**config.mk**
```make
export PLATFORM = sky130hd
export DESIGN_NAME = ipi_unit
export DESIGN_NICKNAME = d
export VERILOG_FILES = /design/src/rtl/ipi_pkg.sv /design/src/rtl/ipi_ctrl.sv /design/src/rtl/ipi_datapath.sv /design/src/rtl/ipi_unit.sv
export SDC_FILE = /design/constraint.sdc
export NUM_CORES = 1
export LEC_CHECK = 0
export ABC_AREA = 1
export BUFFER_PORTS_ARGS = -buffer_cell sky130_fd_sc_hd__buf_4
export CAP_MARGIN = 20
export CORE_MARGIN = 2
export CORE_UTILIZATION = 60
export CTS_CLUSTER_SIZE = 8
export DETAILED_ROUTE_END_ITERATION = 16
export HOLD_SLACK_MARGIN = 0.12
export PLACE_DENSITY = 0.91
export SYNTH_ARGS = -nofsm -noshare
export SYNTH_HDL_FRONTEND = slang
export SYNTH_SLANG_ARGS = --single-unit
```
**constraint.sdc**
```tcl
create_clock -name clk -period 4 [get_ports clk]
set_clock_uncertainty 0.1 [all_clocks]
set_input_delay 0.8 -clock clk [delete_from_list [all_inputs] [get_ports clk]]
set_output_delay 0.8 -clock clk [all_outputs]
set_load 0.02 [all_outputs]
```
**src/rtl/ipi_pkg.sv**
```systemverilog
package ipi_pkg;
  typedef enum logic [1:0] {
    OP_RAISE = 2'd0,
    OP_PEEK  = 2'd1,
    OP_WHO   = 2'd2,
    OP_CLEAR = 2'd3
  } ipiOp_e;

  // strobes from decode to datapath
  typedef struct packed {
    logic raise;
    logic clear;
    logic peek;
    logic who;
  } ipiStrb_t;
endpackage

```
**src/rtl/ipi_ctrl.sv**
```systemverilog
module ipi_ctrl
  import ipi_pkg::*;
#(
  parameter int NumCores = 4,
  parameter int CoreW    = $clog2(NumCores)
) (
  input  logic             cmdValid,
  input  logic [1:0]       cmdOp,
  input  logic [CoreW-1:0] cmdCore,
  input  logic [CoreW-1:0] cmdArg,
  output ipiStrb_t         strb
);
  localparam logic [CoreW:0] LastCore = (CoreW+1)'(NumCores - 1);

  logic inRange;
  logic selfTarget;

  always_comb begin
    inRange    = ({1'b0, cmdCore} <= LastCore) && ({1'b0, cmdArg} <= LastCore);
    selfTarget = (cmdCore == cmdArg);
    strb       = '0;
    if (cmdValid && inRange) begin
      unique case (ipiOp_e'(cmdOp))
        OP_RAISE: strb.raise = !selfTarget;
        OP_PEEK:  strb.peek  = 1'b1;
        OP_WHO:   strb.who   = 1'b1;
        OP_CLEAR: strb.clear = 1'b1;
        default:  strb       = '0;
      endcase
    end
  end
endmodule

```
**src/rtl/ipi_datapath.sv**
```systemverilog
module ipi_datapath
  import ipi_pkg::*;
#(
  parameter int NumCores = 4,
  parameter int CoreW    = $clog2(NumCores)
) (
  input  logic                clk,
  input  logic                rstN,
  input  ipiStrb_t            strb,
  input  logic [CoreW-1:0]    cmdCore,
  input  logic [CoreW-1:0]    cmdArg,
  output logic [NumCores-1:0] rdData,
  output logic [NumCores-1:0] irqOut
);
  // callerRow[t][s] set: core s has an interrupt outstanding towards core t
  logic [NumCores-1:0] callerRow [NumCores];

  for (genvar t = 0; t < NumCores; t++) begin : g_target
    always_ff @(posedge clk) begin
      if (!rstN) begin
        callerRow[t] <= '0;
      end else begin
        if (strb.raise && (cmdArg == CoreW'(t)))
          callerRow[t][cmdCore] <= 1'b1;
        if (strb.clear && (cmdCore == CoreW'(t)))
          callerRow[t][cmdArg] <= 1'b0;
      end
    end
    assign irqOut[t] = |callerRow[t];
  end

  logic [NumCores-1:0] peekWord;
  assign peekWord = {{(NumCores-1){1'b0}}, |callerRow[cmdArg]};

  always_ff @(posedge clk) begin
    if (!rstN)
      rdData <= '0;
    else if (strb.peek)
      rdData <= peekWord;
    else if (strb.who)
      rdData <= callerRow[cmdCore];
  end
endmodule

```
**src/rtl/ipi_unit.sv**
```systemverilog
module ipi_unit
  import ipi_pkg::*;
#(
  parameter int NumCores = 4,
  parameter int CoreW    = $clog2(NumCores)
) (
  input  logic                clk,
  input  logic                rstN,
  input  logic                cmdValid,
  input  logic [CoreW-1:0]    cmdCore,
  input  logic [1:0]          cmdOp,
  input  logic [CoreW-1:0]    cmdArg,
  output logic [NumCores-1:0] rdData,
  output logic [NumCores-1:0] irqOut
);
  ipiStrb_t strb;

  ipi_ctrl #(.NumCores(NumCores), .CoreW(CoreW)) u_ctrl (
    .cmdValid(cmdValid),
    .cmdOp   (cmdOp),
    .cmdCore (cmdCore),
    .cmdArg  (cmdArg),
    .strb    (strb)
  );

  ipi_datapath #(.NumCores(NumCores), .CoreW(CoreW)) u_dp (
    .clk    (clk),
    .rstN   (rstN),
    .strb   (strb),
    .cmdCore(cmdCore),
    .cmdArg (cmdArg),
    .rdData (rdData),
    .irqOut (irqOut)
  );
endmodule

```
---- Word-level counts from Yosys, hierarchy flattened ----
Memories as Yosys holds them, arrays and structs flattened.
Index checks and enable logic that the tools add are counted.
cells by class
  multiplexer cells ....................... 68
  reductions and logical operators ........ 21
  bitwise logic cells ..................... 33
  equal/unequal tests ..................... 10
  order comparisons ....................... 4
operators by type and width
  cell                count
  $mux 1              57
  $mux 4              9
  $or 1x1->1          32
  $reduce_or 4->1     5
  $eq 2x2->1 const B  6
  $logic_and 1x1->1   10
  $eq 2x1->1 const B  3
  $logic_not 2->1     3
  $lt 2x3->1 const B  2
  $demux 1 s2         2
  $ge 2x1->1 const B  2
  $eq 2x2->1          1
  $reduce_bool 2->1   1
  $reduce_or 2->1     1
  $logic_not 1->1     1
  $not 1->1           1
word-level totals
  register bits after elaboration ......... 4
  word-level logic and storage cells ...... 139
  memories kept ........................... 1
  output and inout bits ................... 8
  bits in writable memories ............... 16
  input port bits ......................... 9
memories
  memory          words  width  read ports  clocked after memory_dff  wr ports  line                text
  u_dp.callerRow  4      4      6           0                         4         ipi_datapath.sv:16  logic [NumCores-1:0] callerRow [NumCores];

---- Longest topological paths before layout ----
  depth after elaboration ................. 10
  gate-level depth with buffers ........... 7
  depth with buffers taken out ............ 7

---- Hierarchy ----
From an unflattened synthesis, not the netlist that was laid out.
unflattened totals
  cell total of the unflattened synthesis .. 174
  area, all modules ....................... 1298.7 um^2
modules (own cells, without submodules)
  module        sequential area each (um^2)  area an instance (um^2)  instances  cells each
  ipi_datapath  560.5                        1216.2                   1          156
  ipi_ctrl      0.0                          82.6                     1          18

---- Least setup slack after synthesis ----
OpenSTA, ideal clock, no wires.
  path type ............................... in2reg
  from .................................... input cmdCore[1]
  to ...................................... memory u_dp.callerRow[0][1], enable pin
  cell stages on the path ................. 5
  setup time .............................. 0.292 ns
  data arrival time ....................... 1.473 ns
  path slack .............................. 2.135 ns
  required time ........................... 3.608 ns
  buffers on the path ..................... 0
  cells stage by stage .................... nor2_1 inv_1 nor2_1 a21oi_1 nand2_1
RTL lines
  item             line                text
  start, declared  ipi_unit.sv:10      input logic [CoreW-1:0] cmdCore,
  end, declared    ipi_datapath.sv:16

==> impl_metrics.tcl <==
set metrics [dict create \
    initialDrtViolationCount 97 \
    pre_cts_ws_ps 1770 \
    syn_avg_cell_area_um2 7.10 \
    io_pins 17 \
    fin_crit_sh_pct 51.5 \
    fin_tns_setup_ps 0 \
    h-tree-depth 1 \
    ys_types 17 \
    hold_viol 0 \
    worstSkewPairLatency_ps 320 \
    cts-root-buf "clkbuf_4" \
    p_comb_share_pct 15.3 \
    dieArea_mm2 0.00248 \
    hold_start "u_dp.rdData[2]" \
    synth_warnings 0 \
    vias 1291 \
    fin_crit_ps 2060 \
    path_class "reg -> out" \
    p_clk_share_pct 35.1 \
    grt_setup_unrepaired "no" \
    startpoint_type "register" \
    port_buffers 16 \
    antenna_found_initial 0 \
    timing.rr.start "u_dp.callerRow[2][2]" \
    worst_pin_slew_ps 581 \
    vdd_drop_max_mv 0.232 \
    synth_top_area_cell "edfxtp_1" \
    max_slew_margin_pct 61.1 \
    gr-total-overflow 0 \
    track_usage_pct 28.8 \
    final_nets 207 \
    cts_inserted_buffers 3 \
    grt_max_degree 15 \
    ant_nets 0 \
    finalInstanceArea_mm2 0.00145 \
    synth_area_leaders "edfxtp_1, nand2_1, nor2_1, inv_1, nand4_1" \
    setup_viol_count_final 0 \
    die_width_um 49.8 \
    tritoncts "yes" \
    cts.sinks 20 \
    drc 0 \
    postCtsSetupRepairBufs 0 \
    wl_per_cell_um 14.3 \
    first_pass_iters 5 \
    r2r_slack_ps 2830 \
    min_path_type "reg -> reg" \
    max-cap-violations 0 \
    syn_to_final_growth_pct 15.6 \
    placed_area_mm2 0.00140 \
    p_seq_share_pct 49.5 \
    fmax_mhz 485 \
    cp.required_ps 3100 \
    drive_above_1_share_pct 13.7 \
    netSwitchingPower_w 0.000131 \
    synth_cells 177 \
    status "finished clean" \
    ctsResizeCount 0 \
    yosysSeqAreaShare_pct 44.6 \
    power.internal_w 0.000363 \
    worstPathArrival_ps 1160 \
    final_max_slew_viol_count 0 \
    worst_slack_ps 1940 \
    p_sw_share_pct 26.5 \
    syn-cell-area_mm2 0.00126 \
    path_clk_slew_ps 120 \
    synth_top_area_share_pct 38.2 \
    startpoint "u_dp.callerRow[2][2]" \
    core_area_mm2 0.00196 \
    start_util_pct 64.0 \
    fp-row-count 16 \
    grt_first_pass_wirelength_mm 5.33 \
    gp_congestion 0.900 \
    grt_pass1_vias 1164 \
    ctsHoldBuffers 0 \
    totalWireLength_mm 3.21 \
    synth-seq-cells 20 \
    via_per_inst 5.76 \
    dieHeight_um 49.8 \
    hpwlAfterDp_mm 2.31 \
    path_max_fanout 2 \
    end_kind "primary output" \
    power.leakage_nw 0.758 \
    power.density_mw_per_mm2 340 \
    clk_path_buf_depth 2 \
    n_antenna_cell 0 \
]
-- placed cells by master (no fill, tap or decap), types with 2 or more instances in the layout --
master,count
nand3_1,7
conb_1,4
inv_2,3
inv_1,25
clkbuf_4,3
buf_4,16
dfxtp_1,4
nand2_1,58
nor2_4,2
a21oi_1,12
nand4_1,14
nor2_1,26
edfxtp_1,16
o21ai_0,3
-- sequential cells by signal (all words and copies together), names as in the netlist --
name	flops
u_dp.callerRow	16
u_dp.rdData	4
-- kinds of logic (layout without fill, tap and decap cells) --
group / Yosys count / in the layout / share of synthesized area, %
other cells: 1 / 4 / 0.299
flops: 20 / 20 / 44.6
buf+inv: 31 / 48 / 10.1
compound gates: 15 / 15 / 5.98
simple gates: 110 / 110 / 39.0
-- per-layer routing --
layer	routed length (µm)	vias up	share of wire (%)	track usage, %
met5	0	-	0	0
met4	133	0	4.1	13.9
met3	378	21	12	3.64
met2	1500	98	47	46.7
met1	1200	565	37	38.0
li1	-	607	-	-
-- cells in the mapped netlist, drive strengths merged --
master and n:
a21oi 12, buf 3, conb 1, dfxtp 4, edfxtp 16, inv 28, nand2 58, nand3 7
nand3b 1, nand4 14, nor2 29, nor3 1, o21ai 3
-- power by group through the flow --
stage               logic (W)  clock network, W  registers, W
floorplan           0.0000443                 0      0.000249
global route        0.0000838          0.000179      0.000246
detailed placement  0.0000729                 0      0.000248
global placement    0.0000707                 0      0.000248
CTS                 0.0000739          0.000170      0.000244
finish              0.0000756          0.000173      0.000244
-- final timing paths --
path | end | cells past startpoint
worst max-delay path | irqOut[2] | 3
worst min-delay path | u_dp.rdData[2] | 2
worst max register to register | u_dp.rdData[0] | 6
worst min register to register | u_dp.rdData[2] | 2
-- worst max-delay path, cell delays in order, from the launching register on --
cell and delay (ps):
edfxtp_1 450, nor2_1 140, nand2_1 90, buf_4 170
-- area by class of cell --
cell class | count | area (µm²)
repair buffers | 16 | 120
multi-input cells | 129 | 581
inverters | 28 | 105
flip-flops and latches | 20 | 561
fillers | 152 | 509
clock buffers | 3 | 22.5
well taps | 27 | 33.8
clock inverters | 1 | 30.0
-- metrics by stage --
| step | hold WS [ps] | cells | utilization [%] | power, W |
|---|---|---|---|---|
| after detailed placement | 418 | 220 | 71.4 | 0.000321 |
| after floorplan | 451 | 180 | - | 0.000293 |
| after global placement | 407 | 220 | 71.4 | 0.000318 |
| final | 444 | 224 | 74.0 | 0.000493 |
| after global routing | 512 | 224 | 74.0 | 0.000508 |
| after CTS | 450 | 224 | 74.0 | 0.000488 |
Power figures use the tool's default switching activity.
